--- src/rtl/usb_ls_tx_pkg.sv ---
package usb_ls_tx_pkg;

  typedef enum logic [2:0] {
    LC_HOLD,
    LC_J,
    LC_BIT,
    LC_SE0,
    LC_OFF
  } line_cmd_t;

  typedef enum logic [2:0] {
    ST_IDLE,
    ST_PRE,
    ST_DATA,
    ST_EOP,
    ST_TAIL
  } tx_state_t;

  localparam logic [7:0] SYNC_BYTE = 8'h80;

endpackage

--- src/rtl/usb_ls_cell_timer.sv ---
module usb_ls_cell_timer #(
  parameter int CLKS_PER_BIT = 11,
  localparam int CNT_W = $clog2(CLKS_PER_BIT)
) (
  input  logic clk,
  input  logic rst,
  input  logic clear_i,
  input  logic run_i,
  output logic tick_o
);

  localparam logic [CNT_W-1:0] LAST = CNT_W'(CLKS_PER_BIT - 1);

  logic [CNT_W-1:0] cnt_q;

  always_ff @(posedge clk) begin
    if (rst || clear_i) begin
      cnt_q <= '0;
    end else if (run_i) begin
      cnt_q <= (cnt_q == LAST) ? '0 : cnt_q + CNT_W'(1);
    end
  end

  assign tick_o = run_i && (cnt_q == LAST);

  // cell counter never leaves its range and ticks are isolated
  assert_cnt_range_R1: assert property (@(posedge clk) disable iff (rst)
    cnt_q <= LAST);
  assert_tick_gap_R1: assert property (@(posedge clk) disable iff (rst)
    tick_o |=> !tick_o);

endmodule

--- src/rtl/usb_ls_tx_serializer.sv ---
module usb_ls_tx_serializer
  import usb_ls_tx_pkg::*;
#(
  parameter int MAX_BYTES = 12,
  parameter int STUFF_RUN = 6,
  localparam int LEN_W  = $clog2(MAX_BYTES + 1),
  localparam int ONES_W = $clog2(STUFF_RUN + 1)
) (
  input  logic             clk,
  input  logic             rst,
  input  logic             load_i,
  input  logic [LEN_W-1:0] len_i,
  input  logic             advance_i,
  input  logic [7:0]       data_i,
  output logic             avail_o,
  output logic             bit_o,
  output logic             req_o
);

  logic [7:0]        shift_q;
  logic [2:0]        bidx_q;
  logic [LEN_W-1:0]  rem_q;
  logic [ONES_W-1:0] ones_q;
  logic [ONES_W-1:0] ones_nxt;
  logic              stuff_q;
  logic              drained_q;
  logic [LEN_W-1:0]  len_c;

  always_comb begin
    if (len_i < LEN_W'(2))
      len_c = LEN_W'(2);
    else if (len_i > LEN_W'(MAX_BYTES))
      len_c = LEN_W'(MAX_BYTES);
    else
      len_c = len_i;
  end

  assign avail_o  = !drained_q || stuff_q;
  assign bit_o    = stuff_q ? 1'b0 : shift_q[0];
  assign ones_nxt = shift_q[0] ? ones_q + ONES_W'(1) : '0;

  always_ff @(posedge clk) begin
    if (rst) begin
      shift_q   <= '0;
      bidx_q    <= '0;
      rem_q     <= '0;
      ones_q    <= '0;
      stuff_q   <= 1'b0;
      drained_q <= 1'b1;
      req_o     <= 1'b0;
    end else begin
      req_o <= 1'b0;
      if (load_i) begin
        shift_q   <= SYNC_BYTE;
        bidx_q    <= '0;
        rem_q     <= len_c - LEN_W'(1);
        ones_q    <= '0;
        stuff_q   <= 1'b0;
        drained_q <= 1'b0;
      end else if (advance_i && avail_o) begin
        if (stuff_q) begin
          stuff_q <= 1'b0;
          ones_q  <= '0;
        end else begin
          if (ones_nxt == ONES_W'(STUFF_RUN)) begin
            stuff_q <= 1'b1;
            ones_q  <= '0;
          end else begin
            ones_q <= ones_nxt;
          end
          req_o <= (bidx_q == 3'd6) && (rem_q != '0);
          if (bidx_q == 3'd7) begin
            bidx_q <= '0;
            if (rem_q != '0) begin
              shift_q <= data_i;
              rem_q   <= rem_q - LEN_W'(1);
            end else begin
              drained_q <= 1'b1;
            end
          end else begin
            shift_q <= {1'b0, shift_q[7:1]};
            bidx_q  <= bidx_q + 3'd1;
          end
        end
      end
    end
  end

  // the run of ones is cleared before it can exceed the stuffing limit
  assert_ones_bound_R7: assert property (@(posedge clk) disable iff (rst)
    ones_q < ONES_W'(STUFF_RUN));
  // byte requests are single-cycle pulses
  assert_req_pulse_R10: assert property (@(posedge clk) disable iff (rst)
    req_o |=> !req_o);

endmodule

--- src/rtl/usb_ls_line_drv.sv ---
module usb_ls_line_drv
  import usb_ls_tx_pkg::*;
(
  input  logic      clk,
  input  logic      rst,
  input  line_cmd_t cmd_i,
  input  logic      bit_i,
  output logic      oe_o,
  output logic      dp_o,
  output logic      dm_o
);

  logic level_q;   // 1 = J, 0 = K
  logic level_nxt;

  assign level_nxt = bit_i ? level_q : ~level_q;

  always_ff @(posedge clk) begin
    if (rst) begin
      level_q <= 1'b1;
      oe_o    <= 1'b0;
      dp_o    <= 1'b0;
      dm_o    <= 1'b0;
    end else begin
      unique case (cmd_i)
        LC_J: begin
          level_q <= 1'b1;
          oe_o    <= 1'b1;
          dp_o    <= 1'b0;
          dm_o    <= 1'b1;
        end
        LC_BIT: begin
          level_q <= level_nxt;
          dp_o    <= ~level_nxt;
          dm_o    <= level_nxt;
        end
        LC_SE0: begin
          dp_o <= 1'b0;
          dm_o <= 1'b0;
        end
        LC_OFF: begin
          level_q <= 1'b1;
          oe_o    <= 1'b0;
          dp_o    <= 1'b0;
          dm_o    <= 1'b0;
        end
        default: ;
      endcase
    end
  end

  // both lines are never high together
  assert_no_se1_R6: assert property (@(posedge clk) disable iff (rst)
    !(dp_o && dm_o));
  // a released bus is quiet
  assert_released_quiet_R8: assert property (@(posedge clk) disable iff (rst)
    !oe_o |-> (!dp_o && !dm_o));

endmodule

--- src/rtl/usb_ls_tx.sv ---
module usb_ls_tx
  import usb_ls_tx_pkg::*;
#(
  parameter int CLKS_PER_BIT = 11,
  parameter int MAX_BYTES    = 12,
  parameter int STUFF_RUN    = 6,
  parameter int EOP_CELLS    = 2,
  localparam int LEN_W = $clog2(MAX_BYTES + 1),
  localparam int EOP_W = (EOP_CELLS > 1) ? $clog2(EOP_CELLS) : 1
) (
  input  logic             clk,
  input  logic             rst,
  input  logic             start_i,
  input  logic [LEN_W-1:0] len_i,
  input  logic [7:0]       data_i,
  output logic             data_req_o,
  output logic             busy_o,
  output logic             done_o,
  output logic             oe_o,
  output logic             dp_o,
  output logic             dm_o
);

  tx_state_t        state_q, state_d;
  logic [EOP_W-1:0] eop_q;
  line_cmd_t        cmd;
  logic             tick;
  logic             accept;
  logic             ser_adv;
  logic             ser_avail;
  logic             ser_bit;
  logic             to_eop;
  logic             release_now;

  assign accept = start_i && (state_q == ST_IDLE);
  assign busy_o = (state_q != ST_IDLE);

  always_comb begin
    state_d     = state_q;
    cmd         = LC_HOLD;
    ser_adv     = 1'b0;
    to_eop      = 1'b0;
    release_now = 1'b0;
    unique case (state_q)
      ST_IDLE: begin
        if (accept) begin
          state_d = ST_PRE;
          cmd     = LC_J;
        end
      end
      ST_PRE, ST_DATA: begin
        if (tick) begin
          if (ser_avail) begin
            state_d = ST_DATA;
            cmd     = LC_BIT;
            ser_adv = 1'b1;
          end else begin
            state_d = ST_EOP;
            cmd     = LC_SE0;
            to_eop  = 1'b1;
          end
        end
      end
      ST_EOP: begin
        if (tick && eop_q == EOP_W'(EOP_CELLS - 1)) begin
          state_d = ST_TAIL;
          cmd     = LC_J;
        end
      end
      ST_TAIL: begin
        if (tick) begin
          state_d     = ST_IDLE;
          cmd         = LC_OFF;
          release_now = 1'b1;
        end
      end
      default: state_d = ST_IDLE;
    endcase
  end

  always_ff @(posedge clk) begin
    if (rst) begin
      state_q <= ST_IDLE;
      eop_q   <= '0;
      done_o  <= 1'b0;
    end else begin
      state_q <= state_d;
      done_o  <= release_now;
      if (to_eop)
        eop_q <= '0;
      else if (state_q == ST_EOP && tick)
        eop_q <= eop_q + EOP_W'(1);
    end
  end

  usb_ls_cell_timer #(
    .CLKS_PER_BIT(CLKS_PER_BIT)
  ) u_timer (
    .clk    (clk),
    .rst    (rst),
    .clear_i(accept),
    .run_i  (busy_o),
    .tick_o (tick)
  );

  usb_ls_tx_serializer #(
    .MAX_BYTES(MAX_BYTES),
    .STUFF_RUN(STUFF_RUN)
  ) u_ser (
    .clk      (clk),
    .rst      (rst),
    .load_i   (accept),
    .len_i    (len_i),
    .advance_i(ser_adv),
    .data_i   (data_i),
    .avail_o  (ser_avail),
    .bit_o    (ser_bit),
    .req_o    (data_req_o)
  );

  usb_ls_line_drv u_line (
    .clk  (clk),
    .rst  (rst),
    .cmd_i(cmd),
    .bit_i(ser_bit),
    .oe_o (oe_o),
    .dp_o (dp_o),
    .dm_o (dm_o)
  );

  // the drivers are enabled exactly while a packet is in flight
  assert_oe_window_R2: assert property (@(posedge clk) disable iff (rst)
    oe_o == busy_o);
  assert_busy_from_start_R2: assert property (@(posedge clk) disable iff (rst)
    $rose(busy_o) |-> $past(start_i));
  // done is a lone pulse coinciding with release
  assert_done_pulse_R9: assert property (@(posedge clk) disable iff (rst)
    done_o |=> !done_o);
  assert_done_at_release_R9: assert property (@(posedge clk) disable iff (rst)
    $fell(busy_o) |-> done_o);
  // requests only occur while a packet is in flight
  assert_req_in_packet_R10: assert property (@(posedge clk) disable iff (rst)
    data_req_o |-> busy_o);

endmodule

--- config.mk ---
export PLATFORM = sky130hd
export DESIGN_NAME = usb_ls_tx
export DESIGN_NICKNAME = d
export VERILOG_FILES = /design/src/rtl/usb_ls_tx_pkg.sv /design/src/rtl/usb_ls_cell_timer.sv /design/src/rtl/usb_ls_tx_serializer.sv /design/src/rtl/usb_ls_line_drv.sv /design/src/rtl/usb_ls_tx.sv
export SDC_FILE = /design/constraint.sdc
export NUM_CORES = 1
export LEC_CHECK = 0
export BUFFER_PORTS_ARGS = -buffer_cell sky130_fd_sc_hd__buf_2
export CORE_ASPECT_RATIO = 0.8
export CORE_UTILIZATION = 50
export CTS_BUF_LIST = sky130_fd_sc_hd__clkbuf_4 sky130_fd_sc_hd__clkbuf_8 sky130_fd_sc_hd__clkbuf_16
export DETAILED_ROUTE_END_ITERATION = 7
export GPL_ROUTABILITY_DRIVEN = 0
export HOLD_SLACK_MARGIN = 0.15
export MAX_ROUTING_LAYER = met4
export PLACE_DENSITY_LB_ADDON = 0.1
export SLEW_MARGIN = 5
export SYNTH_ARGS = -nofsm -noshare
export SYNTH_HDL_FRONTEND = slang
export SYNTH_SLANG_ARGS = --single-unit
--- constraint.sdc ---
create_clock -name clk -period 2.8 [get_ports clk]
set_input_delay 0.56 -clock clk [delete_from_list [all_inputs] [get_ports clk]]
set_output_delay 0.56 -clock clk [all_outputs]
set_load 0.005 [all_outputs]
### Word-level counts from Yosys, hierarchy flattened

Cells that the tools add are included.
W data, S select, Z words.

* add/subtract/negate cells: 6
* $mul: 0
* divide/modulo/power cells: 0
* magnitude comparators: 2
* equal/unequal tests: 20
* shift operators: 0
* mux-type cells: 48
* bitwise gates (word level): 5
* reductions and logical operators: 33

Operators by type and width (number)
* $mux W8: 5
* $mux W4: 8
* $mux W3: 9
* $pmux W3 S4: 2
* $mux W1: 19
* $eq A3 B3 Y1 const B: 5
* $eq A3 B2 Y1 const B: 4
* $reduce_and A4 Y1: 3
* $reduce_bool A2 Y1: 6
* $reduce_or A2 Y1: 6
* $ne A2 B2 Y1 const B: 5
* $sub A4 B1 Y4 const B: 2
* $add A3 B1 Y3 const B: 2
* $eq A3 B1 Y1 const B: 2
* $logic_and A1 B1 Y1: 6
* $pmux W1 S2: 3
* $reduce_and A3 Y1: 2
* $reduce_bool A3 Y1: 2
* $not A1 Y1: 5
* $add A4 B1 Y4 const B: 1
* $eq A4 B4 Y1 const B: 1
* $gt A4 B4 Y1 const B: 1
* $lt A4 B2 Y1 const B: 1
* $ne A2 B1 Y1 const B: 2
* 11 further kinds: 12

* register bits: 34
* latch bits: 0
* bits in writable memories: 0
* memory bits (read-only): 0
* input bits: 15
* output and inout bits: 6
* logic and storage cells: 130
* memories kept: 0

### Logic depth before layout (Yosys ltp)

* depth after elaboration: 8
* depth in mapped cells: 8
* mapped depth without buffers: 8

### Modules after synthesis

From an unflattened synthesis, not the netlist that was laid out.

* cell total of the unflattened synthesis: 212
* area, all modules: 1905.6 sq um

By module, submodules not included
* usb_ls_tx_serializer: instances 1, cells each 121, area an instance 1122.3 sq um, seq. area each 420.4 sq um
* usb_ls_tx: instances 1, cells each 42, area an instance 341.6 sq um, seq. area each 100.1 sq um
* usb_ls_line_drv: instances 1, cells each 26, area an instance 224.0 sq um, seq. area each 80.1 sq um
* usb_ls_cell_timer: instances 1, cells each 23, area an instance 217.7 sq um, seq. area each 80.1 sq um

### Worst setup path after synthesis

Ideal clock, no wire load.

* path type: input to register
* from: input start_i
* to: register u_ser.rem_q[2]
* library setup time: 0.091 ns
* arrival time: 2.470 ns
* slack: 0.239 ns
* stages on the path: 7
* cell sequence: or4b_2 -> clkbuf_1 -> a21oi_1 -> ha_1 -> inv_1 -> or4_1 -> a311oi_1

* longest elaborated chain between the ends: 3
* elaborated cells on any way between the ends: 7
* classes of those cells: 1 x eq/ne; 1 x mux; 5 x reduce/logical

RTL lines
* start, declared: line usb_ls_tx.sv:13 `input logic start_i,`
* $logic_and A1 B1 Y1 *: line usb_ls_tx.sv:35 `assign accept = start_i && (state_q == ST_IDLE);`
* $ne A2 B2 Y1 (no source line) / $reduce_bool A2 Y1 (equally long branches)
* $reduce_and A4 Y1 (no source line)
* end signal, assigned: line usb_ls_tx_serializer.sv:56 `rem_q <= len_c - LEN_W'(1);`
* end signal, assigned: line usb_ls_tx_serializer.sv:76 `rem_q <= rem_q - LEN_W'(1);`
* end, declared: line usb_ls_tx_serializer.sv:22 `logic [LEN_W-1:0] rem_q;`

Every way passes the cells marked *; elsewhere a longest branch is shown, timed or not.
A chain may end at the register's enable or synchronous reset.

### Final worst setup path

* from: register state_q[0]
* to: register u_ser.rem_q[2]

* longest elaborated chain between the ends: 7
* elaborated cells on any way between the ends: 16
* classes of those cells: 3 x eq/ne; 3 x mux; 10 x reduce/logical

RTL lines
* start, declared: line usb_ls_tx.sv:24 `tx_state_t state_q, state_d;`
* start signal, assigned: line usb_ls_tx.sv:87 `state_q <= state_d;`
* $reduce_bool A3 Y1: line usb_ls_tx.sv:36 `assign busy_o = (state_q != ST_IDLE);`
* $logic_and A1 B1 Y1: line usb_ls_cell_timer.sv:24 `assign tick_o = run_i && (cnt_q == LAST);`
* $mux W1: line usb_ls_tx.sv:52 `if (tick) begin`
* $mux W1: line usb_ls_tx.sv:44 `unique case (state_q)`
* $logic_and A1 B1 Y1: line usb_ls_tx_serializer.sv:60 `end else if (advance_i && avail_o) begin`
* $reduce_bool A2 Y1 (no source line)
* $reduce_and A4 Y1 (no source line)

Parallel ways exist; a longest one is shown, timed or not.

==> impl_metrics.env <==
export IMPL_multiInputGateArea_mm2=0.001050
export IMPL_clock_skew_ns=0.009537
export IMPL_h_tree_depth=2
export IMPL_dpl_cell_area_mm2=0.001966
export IMPL_drive_gt1_share_pct=17.30
export IMPL_die_area_mm2=0.003849
export IMPL_groute_usage_overall_pct=24.34
export IMPL_drc_errors=0
export IMPL_setup_viol=0
export IMPL_synth_flop_cell="dfxtp_1"
export IMPL_status="finished clean"
export IMPL_syn_nets=233
export IMPL_synth_edf_count=0
export IMPL_critPathMaxFanout=14
export IMPL_finalMaxSlewViolations=0
export IMPL_cts_resized=0
export IMPL_antenna_found_initial=0
export IMPL_insertion_delay_ns=0.29
export IMPL_postRouteAntennaNets=0
export IMPL_core_area_mm2=0.003447
export IMPL_p_leak_nw=0.7290
export IMPL_synth_seq_cells=34
export IMPL_grt_start_max_net_pins=17
export IMPL_clock_fmax_mhz=393.5
export IMPL_max_vdd_ir_drop_v=0.0002964
export IMPL_diodes=0
export IMPL_hold_path_class="reg2reg"
export IMPL_crit_type="reg2reg"
export IMPL_grt_pass1_vias=1611
export IMPL_critPathCapture="u_ser.rem_q[2]$_SDFFE_PP0P_"
export IMPL_post_route_cell_area_mm2=0.002061
export IMPL_dp_hpwl_um=2943
export IMPL_wire_per_inst_um=15.06
export IMPL_max_cap_violations=0
export IMPL_area_growth_pct=14.38
export IMPL_arrival_ns=2.74
export IMPL_seq_area_um2=680.7
export IMPL_critPathCaptureType="flip-flop"
export IMPL_drt_first_iter_violations=99
export IMPL_num_io_pins=21
export IMPL_cts_path_max_buffers=2
export IMPL_ctsRootBufferMaster="clkbuf_8"
export IMPL_avgSynthCellArea_um2=8.459
export IMPL_route_detailed_vias_per_inst=6.068
export IMPL_die_h_um=55.69
export IMPL_startpoint_type="flip-flop"
export IMPL_syn_area_mm2=0.001802
export IMPL_overflow=0
export IMPL_synth_top_cell_area_share_pct=37.78
export IMPL_min_period_over_period_pct=90.77
export IMPL_vias=1693
export IMPL_cts_tree="yes"
export IMPL_r2r_cells=6
export IMPL_r2r_setup_slack_ns=0.26
export IMPL_tightest_slew_ns=0.6572
export IMPL_period_needed_ns=2.542
export IMPL_start_util_pct=52.27
export IMPL_timing_rr_end="u_ser.rem_q[2]$_SDFFE_PP0P_"
export IMPL_nFillCells=312
export IMPL_hold_viol=0
export IMPL_rows=19
export IMPL_clock_sinks=34
export IMPL_die_x_um=69.12
export IMPL_io_buffers=20
export IMPL_rsz0062_at_grt="false"
export IMPL_synth_cell_types=44
export IMPL_grt_pass1_wl_um=7251
export IMPL_nets=256
export IMPL_rr_startpoint="state_q[0]$_SDFFE_PP0P_"
export IMPL_cts_buffers=5
export IMPL_ctsHoldBuffers=0
export IMPL_tns_ns=0
export IMPL_ys_warn_count=0
export IMPL_cp_data_required_time_ns=3.00
export IMPL_first_pass_iters=4
export IMPL_synth_area_leaders="dfxtp_1 (38%), a21oi_1 (7.8%), mux2i_1 (4.4%), a211oi_1 (4.2%), ha_1 (3.5%)"
export IMPL_synth_cells=213
export IMPL_power_density_mw_per_mm2=484.0
export IMPL_async_reset_ff_share_pct=0
export IMPL_critPathLaunch="state_q[0]$_SDFFE_PP0P_"
export IMPL_yosysTopAreaCell="dfxtp_1"
export IMPL_clk_pin_slew_ns=0.07
export IMPL_synth_seq_area_share_pct=37.78
export IMPL_routed_wl_um=4202
export IMPL_slew_headroom_pct=56.19
export IMPL_cts_setup_buffers=0
## synthesized netlist by cell type, types with 2 or more instances
master	n
dfxtp_1	34
a21oi_1	28
nand2_1	15
nor2_1	14
a211oi_1	10
clkbuf_1	9
nor3_1	9
mux2i_1	8
o21ai_0	8
inv_1	6
nand2b_1	6
nand3_1	6
nor4_1	6
ha_1	5
or3_1	5
a311oi_1	3
nor2b_1	3
or4_1	3
xnor2_1	3
xor2_1	3
a21bo_2	2
a31oi_1	2
buf_2	2
nand3b_1	2
o31ai_1	2
## sequential cells by signal, summed over array words and instances, names as in the netlist, 3 cells and up
| name | count |
|---|---|
| u_ser.ones_q | 3 |
| state_q | 3 |
| u_ser.shift_q | 8 |
| u_ser.bidx_q | 3 |
| u_ser.rem_q | 4 |
| u_timer.cnt_q | 4 |
## through the flow
step	worst slack (ns)	cells	util [%]	power (mW)	hold slack (ns)
5_1_grt	0.08960	279	59.78	1.039	0.5161
3_5_place_dp	0.1559	271	57.02	0.6246	0.4698
4_1_cts	0.2698	279	59.78	1.003	0.4793
2_1_floorplan	0.2393	213	-	0.5856	0.4329
6_report	0.2584	279	59.78	0.9975	0.4847
3_3_place_gp	0.2569	271	57.02	0.6194	0.4468
## cells by family after synthesis
family / count (synthesis) / share of synthesized area [%]
xor+xnor: 6 / 2.917
flops: 34 / 37.78
compound gates: 64 / 22.64
fa+ha+maj: 5 / 3.472
buf+inv: 18 / 4.305
simple gates: 78 / 24.45
mux: 8 / 4.445
## per-layer routing
metal	wire length, um	part of all wire [%]	vias up	track usage (%)
met3	240	5.7	6	6.522
met1	2060	49	793	31.58
li1	-	-	842	-
met5	0	0	-	-
met4	54	1.3	0	8.455
met2	1847	44	52	36.75
## critical path, stage by stage, from the launching register on
cell and delay [ns]:
dfxtp_1 0.45, or4b_2 0.78, a21oi_1 0.21, ha_1 0.21, inv_1 0.06, or4_1 0.49
a311oi_1 0.25
## worst min-delay path by stage
stage | from | endpoint | slack (ns) | cells past startpoint
6_report | u_ser.bidx_q[2]$_SDFFE_PP0P_ | u_ser.req_o$_SDFF_PP0_ | 0.48 | 2
5_1_grt | u_ser.bidx_q[2]$_SDFFE_PP0P_ | u_ser.req_o$_SDFF_PP0_ | 0.52 | 2
4_1_cts | u_ser.bidx_q[2]$_SDFFE_PP0P_ | u_ser.req_o$_SDFF_PP0_ | 0.48 | 2
3_5_place_dp | u_ser.bidx_q[2]$_SDFFE_PP0P_ | u_ser.req_o$_SDFF_PP0_ | 0.47 | 2
3_3_place_gp | u_ser.bidx_q[2]$_SDFFE_PP0P_ | u_ser.req_o$_SDFF_PP0_ | 0.45 | 2
2_1_floorplan | u_ser.bidx_q[2]$_SDFFE_PP0P_ | u_ser.req_o$_SDFF_PP0_ | 0.43 | 2
## cells in the final DEF, fill, tap and decap left out, types with 3 or more instances in the layout
master / Yosys / final
dfxtp_1: 34 / 34
a21oi_1: 28 / 28
buf_2: 2 / 20
nand2_1: 15 / 15
nor2_1: 14 / 14
a211oi_1: 10 / 10
nor3_1: 9 / 9
o21ai_0: 8 / 8
mux2i_1: 8 / 8
buf_4: 0 / 8
inv_1: 6 / 6
nand3_1: 6 / 6
nand2b_1: 6 / 6
clkbuf_8: 0 / 6
or3_1: 5 / 5
nor4_1: 6 / 5
ha_1: 5 / 5
xor2_1: 3 / 3
nor2b_1: 3 / 3
xnor2_1: 3 / 3
or4_1: 3 / 3
a311oi_1: 3 / 3
## final cells by class
cell class	count	share of cell area, %
Timing Repair Buffer	28	7.772
Clock buffer	7	4.372
Clock inverter	1	0.2429
Multi-Input combinational cell	161	50.94
Inverter	6	1.093
Sequential cell	34	33.03
Tap cell	42	2.550
## where the power goes
part	total, mW	leakage, nW	switching, mW	internal (mW)
clock	0.381	0.0517	0.173	0.208
sequential	0.511	0.276	0.0151	0.496
combinational	0.105	0.401	0.0580	0.0474
total	0.997	0.729	0.246	0.751
No activity file was read; power rests on OpenSTA's default activity.
